[config.mk]
export PLATFORM = sky130hd
export DESIGN_NAME = ssp_port
export DESIGN_NICKNAME = d
export VERILOG_FILES = /design/src/rtl/ssp_pkg.sv /design/src/rtl/ssp_baud.sv /design/src/rtl/ssp_cts_sync.sv /design/src/rtl/ssp_shifter.sv /design/src/rtl/ssp_port.sv
export SDC_FILE = /design/constraint.sdc
export NUM_CORES = 1
export LEC_CHECK = 0
export BUFFER_PORTS_ARGS = -buffer_cell sky130_fd_sc_hd__buf_2
export CELL_PAD_IN_SITES_DETAIL_PLACEMENT = 2
export CELL_PAD_IN_SITES_GLOBAL_PLACEMENT = 2
export CORE_UTILIZATION = 32
export CTS_BUF_LIST = sky130_fd_sc_hd__clkbuf_8
export CTS_CLUSTER_SIZE = 28
export DETAILED_ROUTE_END_ITERATION = 6
export PLACE_DENSITY_LB_ADDON = 0.1
export SLEW_MARGIN = 30
export SYNTH_ARGS = -nofsm -noshare
export SYNTH_HDL_FRONTEND = slang
export SYNTH_SLANG_ARGS = --single-unit
export TNS_END_PERCENT = 30
[constraint.sdc]
create_clock -name clk -period 1.8 [get_ports clk]
set_input_delay 0.09 -clock clk [delete_from_list [all_inputs] [get_ports clk]]
set_output_delay 0.09 -clock clk [all_outputs]
set_load 0.1 [all_outputs]
[src/rtl/ssp_pkg.sv]
package ssp_pkg;
  localparam logic [1:0] ADR_CTRL  = 2'd0;
  localparam logic [1:0] ADR_TXBUF = 2'd1;
  localparam logic [1:0] ADR_RXBUF = 2'd2;
  localparam logic [1:0] ADR_STAT  = 2'd3;

  localparam logic [2:0] MODE_SHIFT = 3'd0;

  localparam int CB_CTS  = 3;
  localparam int CB_RXEN = 4;
  localparam int CB_BRK  = 5;

  localparam int SB_TXFREE  = 0;
  localparam int SB_TXEMPTY = 1;
  localparam int SB_RXDONE  = 2;
endpackage

[src/rtl/ssp_baud.sv]
module ssp_baud #(
  parameter int HALF_DIV = 4
) (
  input  logic clk,
  input  logic rst_n,
  input  logic run,
  output logic tick
);
  localparam int CW = (HALF_DIV > 1) ? $clog2(HALF_DIV) : 1;
  localparam logic [CW-1:0] LAST = CW'(HALF_DIV - 1);

  logic [CW-1:0] cnt_q;

  assign tick = run && (cnt_q == LAST);

  always_ff @(posedge clk) begin
    if (!rst_n || !run || tick) cnt_q <= '0;
    else                        cnt_q <= cnt_q + 1'b1;
  end
endmodule

[src/rtl/ssp_cts_sync.sv]
module ssp_cts_sync #(
  parameter int STAGES = 2
) (
  input  logic clk,
  input  logic rst_n,
  input  logic async_in,
  output logic sync_out
);
  logic [STAGES-1:0] chain_q;

  genvar g;
  generate
    for (g = 0; g < STAGES; g++) begin : g_stage
      always_ff @(posedge clk) begin
        if (!rst_n) chain_q[g] <= 1'b0;
        else if (g == 0) chain_q[g] <= async_in;
        else chain_q[g] <= chain_q[(g == 0) ? 0 : g-1];
      end
    end
  endgenerate

  assign sync_out = chain_q[STAGES-1];
endmodule

[src/rtl/ssp_shifter.sv]
module ssp_shifter #(
  parameter int W = 8
) (
  input  logic         clk,
  input  logic         rst_n,
  input  logic         tick,
  input  logic         start_tx,
  input  logic         start_rx,
  input  logic [W-1:0] tx_data,
  input  logic         sdata_in,
  output logic         busy,
  output logic         dir_tx,
  output logic         sclk,
  output logic         done,
  output logic         out_bit,
  output logic [W-1:0] rx_data
);
  localparam int CW = (W > 1) ? $clog2(W) : 1;
  localparam logic [CW-1:0] LAST = CW'(W - 1);

  logic [W-1:0]  shreg_q;
  logic [CW-1:0] cnt_q;

  always_ff @(posedge clk) begin
    if (!rst_n) begin
      busy    <= 1'b0;
      dir_tx  <= 1'b0;
      sclk    <= 1'b1;
      done    <= 1'b0;
      shreg_q <= '0;
      cnt_q   <= '0;
    end else if (!busy) begin
      done <= 1'b0;
      sclk <= 1'b1;
      if (start_tx || start_rx) begin
        busy    <= 1'b1;
        dir_tx  <= start_tx;
        shreg_q <= start_tx ? tx_data : '0;
        cnt_q   <= '0;
      end
    end else if (tick) begin
      if (sclk) begin
        // falling edge: present the next transmit bit (bit 0 already out)
        sclk <= 1'b0;
        if (dir_tx && cnt_q != '0) shreg_q <= shreg_q >> 1;
      end else begin
        // rising edge: receiver samples, frame may end
        sclk <= 1'b1;
        if (!dir_tx) shreg_q <= {sdata_in, shreg_q[W-1:1]};
        if (cnt_q == LAST) begin
          busy <= 1'b0;
          done <= 1'b1;
        end else begin
          cnt_q <= cnt_q + 1'b1;
        end
      end
    end
  end

  assign out_bit = shreg_q[0];
  assign rx_data = shreg_q;
endmodule

[src/rtl/ssp_port.sv]
module ssp_port
  import ssp_pkg::*;
#(
  parameter int DATA_W      = 8,
  parameter int HALF_DIV    = 4,
  parameter int SYNC_STAGES = 2
) (
  input  logic              clk,
  input  logic              rst_n,
  input  logic [1:0]        bus_addr,
  input  logic              bus_wr,
  input  logic              bus_rd,
  input  logic [DATA_W-1:0] bus_wdata,
  output logic [DATA_W-1:0] bus_rdata,
  input  logic              sdata_in,
  output logic              sdata_out,
  output logic              sdata_oe,
  output logic              sclk_out,
  input  logic              cts_in,
  output logic              brk_out
);
  logic [2:0]        mode_q;
  logic              cts_en_q, rx_en_q, brk_q;
  logic [DATA_W-1:6] spare_q;
  logic [DATA_W-1:0] tx_buf_q, rx_buf_q;
  logic              tx_full_q, rx_done_q;

  logic              cts_s, tick;
  logic              sh_busy, sh_dir_tx, sh_sclk, sh_done, sh_bit;
  logic [DATA_W-1:0] sh_rx_data;
  logic              mode_ok, idle, start_tx, start_rx;

  ssp_cts_sync #(.STAGES(SYNC_STAGES)) u_sync (
    .clk(clk), .rst_n(rst_n), .async_in(cts_in), .sync_out(cts_s)
  );

  ssp_baud #(.HALF_DIV(HALF_DIV)) u_baud (
    .clk(clk), .rst_n(rst_n), .run(sh_busy), .tick(tick)
  );

  ssp_shifter #(.W(DATA_W)) u_shift (
    .clk(clk), .rst_n(rst_n), .tick(tick),
    .start_tx(start_tx), .start_rx(start_rx), .tx_data(tx_buf_q),
    .sdata_in(sdata_in), .busy(sh_busy), .dir_tx(sh_dir_tx),
    .sclk(sh_sclk), .done(sh_done), .out_bit(sh_bit), .rx_data(sh_rx_data)
  );

  assign mode_ok  = (mode_q == MODE_SHIFT);
  assign idle     = !sh_busy && !sh_done;
  assign start_tx = idle && mode_ok && tx_full_q && (!cts_en_q || cts_s);
  assign start_rx = idle && mode_ok && rx_en_q && !start_tx;

  always_ff @(posedge clk) begin
    if (!rst_n) begin
      mode_q    <= MODE_SHIFT;
      cts_en_q  <= 1'b0;
      rx_en_q   <= 1'b0;
      brk_q     <= 1'b0;
      spare_q   <= '0;
      tx_buf_q  <= '0;
      tx_full_q <= 1'b0;
      rx_buf_q  <= '0;
      rx_done_q <= 1'b0;
    end else begin
      if (bus_wr && bus_addr == ADR_CTRL) begin
        mode_q   <= bus_wdata[2:0];
        cts_en_q <= bus_wdata[CB_CTS];
        brk_q    <= bus_wdata[CB_BRK];
        spare_q  <= bus_wdata[DATA_W-1:6];
        rx_en_q  <= bus_wdata[CB_RXEN] && !rx_done_q;
      end
      if (sh_done && !sh_dir_tx) rx_en_q <= 1'b0;

      if (bus_wr && bus_addr == ADR_TXBUF) begin
        tx_buf_q  <= bus_wdata;
        tx_full_q <= 1'b1;
      end else if (start_tx) begin
        tx_full_q <= 1'b0;
      end

      if (sh_done && !sh_dir_tx) begin
        rx_buf_q  <= sh_rx_data;
        rx_done_q <= 1'b1;
      end else if (bus_rd && bus_addr == ADR_RXBUF) begin
        rx_done_q <= 1'b0;
      end
    end
  end

  always_comb begin
    bus_rdata = '0;
    case (bus_addr)
      ADR_CTRL: begin
        bus_rdata[2:0]        = mode_q;
        bus_rdata[CB_CTS]     = cts_en_q;
        bus_rdata[CB_RXEN]    = rx_en_q;
        bus_rdata[CB_BRK]     = brk_q;
        bus_rdata[DATA_W-1:6] = spare_q;
      end
      ADR_RXBUF: bus_rdata = rx_buf_q;
      ADR_STAT: begin
        bus_rdata[SB_TXFREE]  = !tx_full_q;
        bus_rdata[SB_TXEMPTY] = !tx_full_q && !(sh_busy && sh_dir_tx);
        bus_rdata[SB_RXDONE]  = rx_done_q;
      end
      default: bus_rdata = '0;
    endcase
  end

  assign sdata_oe  = sh_busy && sh_dir_tx;
  assign sdata_out = sdata_oe ? sh_bit : 1'b1;
  assign sclk_out  = sh_sclk;
  assign brk_out   = brk_q;
endmodule

After elaboration in Yosys (flattened, before gate mapping)

Cells that the tools add are included.

Logic and storage cells: 98
Register bits: 45
Output and inout port bits: 12
Input port bits: 16

Equality and inequality tests: 10
Reduce and logical (&&, ||, !) cells: 40
Add/subtract/negate cells: 2
Bitwise operators: 3
Multiplexer cells: 25

Operators by type and width:

| cell                                                                  | count |
|---|---|
| 8-bit 2-to-1 mux                                                      | 7 |
| 1-bit logical AND                                                     | 15 |
| 3-bit 2-to-1 mux                                                      | 5 |
| 1-bit 2-to-1 mux                                                      | 11 |
| 5-bit case mux with 2 select lines                                    | 1 |
| 1-bit zero test                                                       | 9 |
| 3-bit case mux with 3 select lines                                    | 1 |
| 4-bit AND reduction                                                   | 2 |
| 2-bit equality test, second input constant                            | 3 |
| 2-bit inequality test, second input constant                          | 3 |
| 3-bit inequality test, second input constant                          | 2 |
| 2-bit nonzero test                                                    | 3 |
| 1-bit logical OR                                                      | 4 |
| 2-bit AND reduction                                                   | 2 |
| 3-bit by 1-bit adder with 3-bit output, second input constant         | 1 |
| 3-bit equality test, second input constant                            | 1 |
| 3-bit zero test                                                       | 1 |
| 1-bit NOT                                                             | 3 |
| 3-bit AND reduction                                                   | 1 |
| 3-bit nonzero test                                                    | 1 |
| 2-bit by 1-bit adder with 2-bit output, second input constant         | 1 |
| 2-bit by 1-bit equality test with 1-bit output, second input constant | 1 |
| 2-bit zero test                                                       | 1 |
| 2-bit OR reduction                                                    | 1 |

Depth between registers and ports, before layout

Word-level depth: 10
Gate-level depth with buffers: 8
Mapped depth without buffers: 6

Hierarchy

From an unflattened synthesis, not the netlist that was laid out.

Cells, all modules: 222
Area, all modules: 2094.5 µm²

By module, submodules not included:

| module       | cells an instance | times used | sequential area each (µm²) | area each (µm²) |
|---|---|---|---|---|
| ssp_port     | 129               | 1          | 520.5                      | 1198.6 |
| ssp_shifter  | 83                | 1          | 300.3                      | 759.5 |
| ssp_baud     | 6                 | 1          | 40.0                       | 83.8 |
| ssp_cts_sync | 4                 | 1          | 40.0                       | 52.6 |

Least setup slack after synthesis

OpenSTA, ideal clock, no wires.

Path kind: reg-to-output
Start: register brk_q (netlist: brk_out)
End: output bus_rdata[5]
Cell stages (with the launch flop): 3
Buffers on the path: 0
Data arrival time: 2.387 ns
Data required time: 1.710 ns
Setup slack: -0.677 ns
Path through: dfxtp_1 mux2i_1 nor2_1

Word-level cells in the longest chain between the ends: 1

RTL lines:

| element                            | line           | RTL |
|---|---|---|
| from (decl)                        | ssp_port.sv:23 | `logic cts_en_q, rx_en_q, brk_q;` |
| from (signal assigned)             | ssp_port.sv:68 | `brk_q <= bus_wdata[CB_BRK];` |
| 5-bit case mux with 2 select lines | ssp_port.sv:92 | `case (bus_addr)` |
| to (decl)                          | ssp_port.sv:14 | `output logic [DATA_W-1:0] bus_rdata,` |

No other way between the ends.

Worst setup path after layout

Start: register u_shift.dir_tx
End: output bus_rdata[1]

Word-level cells in the longest chain between the ends: 4

RTL lines:

| element                            | line              | RTL |
|---|---|---|
| from (decl)                        | ssp_shifter.sv:12 | `output logic dir_tx,` |
| from (signal assigned)             | ssp_shifter.sv:37 | `dir_tx <= start_tx;` |
| 1-bit logical AND                  | ssp_port.sv:103   | `bus_rdata[SB_TXEMPTY] = !tx_full_q && !(sh_busy && sh_dir_tx);` |
| 1-bit zero test                    | ssp_port.sv:103   |  |
| 1-bit logical AND                  | ssp_port.sv:103   |  |
| 3-bit case mux with 3 select lines | ssp_port.sv:92    |  |

No other way between the ends.

==> impl_metrics.yaml <==
cts:
  cts_tree: "built"
  numCtsBuffers: 5
  cts-root-buf: "clkbuf_8"
  path_clk_slew_ns: 0.09
  clock_latency_ns: 0.31
  ctsLongestPathBuffers: 2
  cts_max_level: 2
  cts_sinks: 45
job:
  cap_violations: 0
route:
  ant_nets: 0
  drc: 0
  viasPerCell: 5.202
  drt_iter0_drc: 71
  postRouteWirelength_um: 6126
  dr_total_vias: 1774
  drt-pass1-iter-count: 4
  wl_per_cell_um: 17.96
place:
  dpl_worst_slack_ns: 0.1200
  portBuffers: 27
  placed_cell_area_um2: 2270
  gp_congestion: 0.8366
  hpwl_um: 4467
timing:
  drv_slew: 0
  tns_ns: 0
  rsz0062_at_grt: "false"
  post-route-period-util_pct: 96.39
  finalWorstSetupSlack_ns: 0.06505
  final-hold-violation-count: 0
  slew_headroom_pct: 67.48
  fmax_mhz: 576.4
  fin_crit_ns: 1.735
  worst_clock_skew_ns: 0.01296
  worstMarginPinSlew_ns: 0.4912
  setup_viol: 0
yosys:
  yosysTopAreaCell: "dfxtp_1"
  synth-seq-area-share_pct: 44.64
  yosysUniqueCellTypes: 37
  postSynthAreaPerCell_um2: 8.699
  synthesis.nets: 252
  synth_area_um2: 2018
  synth_top_area_share_pct: 44.64
  synth-warning-count: 0
  synth.area.top_cells: "dfxtp_1, nand2_1, mux2i_1"
  syn_inst: 232
  synth_seq_cells: 45
finish:
  drive_above_1_share_pct: 22.93
  multi_input_area_um2: 1012
  nets: 285
  design_area_um2: 2366
  nFillCells: 699
  seqCellArea_um2: 904.6
  antenna_cells: 0
  syn_to_final_growth_pct: 17.23
power:
  p_clk_share_pct: 31.3
  power.leakage_nw: 0.9733
  p_sw_share_pct: 28.85
  p_sw_mw: 0.5671
  powerDensity_nw_per_um2: 830.8
  comb_power_share_pct: 14.7
  p_seq_share_pct: 54.1
  p_int_mw: 1.399
  vdd_ir_drop_max_v: 0.0003548
die:
  rows: 28
  die_x_um: 81.42
  die_y_um: 81.42
  dieArea_um2: 6628
  coreArea_um2: 5991
  ioPinCount: 28
  initial_core_util_pct: 33.69
global_route:
  grt_first_pass_wirelength_um: 9770
  grt_max_degree: 15
  grt_use_total_pct: 20.52
  antenna_found_initial: 0
  grt_pass1_vias: 1852
  global_route.overflow_total: 0
worst_hold_path:
  hp-class: "input pin to flop"
critical_path:
  critPathKind: "flop to output port"
  cp-end-kind: "output port"
  crit_required_ns: 1.71
  crit_path_start_kind: "flop"
  crit_fanout: 6
  cp_data_arrival_time_ns: 1.64
run_status:
  status: "complete, no violations"
placed cells by master, fill, tap and decap left out, types with 5 or more instances in the layout:
cell type	n
a211oi_1	9
a21oi_1	25
a22oi_1	7
a31oi_1	8
buf_2	26
buf_4	15
clkbuf_8	5
dfxtp_1	42
inv_1	9
mux2i_1	13
nand2_1	37
nor2_1	19
flip-flops by register name, indices dropped and copies added, names as in the netlist:
register         count
u_shift.dir_tx       1
u_sync.sync_out      1
u_baud.cnt_q         2
u_shift.busy         1
spare_q              2
cts_en_q             1
u_shift.sclk         1
u_shift.done         1
u_shift.rx_data      8
u_shift.cnt_q        3
tx_full_q            1
rx_buf_q             8
rx_done_q            1
rx_en_q              1
brk_out              1
tx_buf_q             8
mode_q               3
u_sync.chain_q       1
kinds of logic after synthesis:
logic type	count (synthesis)	share of synthesized area, %
flops	45	44.64
mux	15	7.563
simple gates	84	19.71
fa+ha+maj	4	2.480
compound gates	62	20.02
buf+inv	22	5.579
power by group through the flow:
stage	registers (mW)	logic [mW]	clock network [mW]
finish	1.06	0.288	0.615
global route	1.07	0.315	0.671
CTS	1.06	0.290	0.621
detailed placement	1.08	0.285	0
global placement	1.08	0.281	0
floorplan	1.08	0.196	0
final timing paths:
check | startpoint | endpoint | slack (ns) | cells past startpoint
worst min register to register | u_baud.cnt_q[0] | u_baud.cnt_q[0] | 0.43 | 1
worst max-delay path | u_shift.dir_tx | bus_rdata[1] | 0.07 | 5
worst min-delay path | bus_wdata[6] | spare_q[6] | 0.04 | 3
worst max register to register | mode_q[1] | u_shift.rx_data[5] | 0.09 | 5
metal layers:
| layer | track usage [%] | wire length [um] | up-vias |
|---|---|---|---|
| met5 | 0 | 0 | - |
| met4 | 5.893 | 73 | 0 |
| met1 | 27.69 | 3058 | 871 |
| li1 | - | - | 874 |
| met2 | 33.08 | 2835 | 22 |
| met3 | 4.000 | 158 | 7 |
cells in the mapped netlist:
library cell and count:
inv_1 6, o21ai_0 3, nand3b_1 4, a21oi_2 1, or2_1 1, a31oi_1 8, a21oi_1 25, mux2i_1 13
and3_1 3, a22oi_1 7, or4_4 1, nand2b_1 5, o21ai_4 1, dfxtp_1 45, o211ai_1 3, a22o_2 1
ha_1 4, a221o_1 1, buf_6 1, nor2_1 20, a31o_2 1, nor3b_1 1, clkbuf_1 8, buf_2 4
nor4b_1 1, nand2_1 37, nor2b_1 2, or2_4 1, nor3_1 1, a211oi_1 9, clkbuf_8 1, nand3_1 2
a22o_1 2, mux2_2 2, buf_4 2, and2_1 4, and3b_1 1
worst max-delay path, stage by stage (launching register included):
cell	delay [ns]
dfxtp_2	0.39
and2_2	0.19
nor2_1	0.04
mux2_2	0.27
a22o_2	0.21
buf_4	0.23
timing repair:
item	CTS	global route
setup buffers	0	0
hold buffers	1	0
setup endpoints to repair	1	3
hold endpoints to repair	1	0
gates resized for setup	2	2
through the flow:
step / utilization [%] / total power [mW] / cells / hold WS (ns)
2_1_floorplan: - / 1.274 / 232 / 0.2117
3_3_place_gp: 37.89 / 1.364 / 332 / 0.3074
5_1_grt: 39.49 / 2.052 / 341 / 0.03522
3_5_place_dp: 37.89 / 1.370 / 332 / 0.3105
4_1_cts: 39.45 / 1.973 / 341 / 0.03426
6_report: 39.49 / 1.966 / 341 / 0.03560
area by class of cell:
cell class	count	area share, %
clock buffers	5	2.909
well taps	75	3.966
multi-input cells	165	42.78
inverters	6	0.9519
repair buffers	42	10.68
flip-flops and latches	45	38.23
clock inverters	3	0.4759
(Power assumes the default switching activity.)
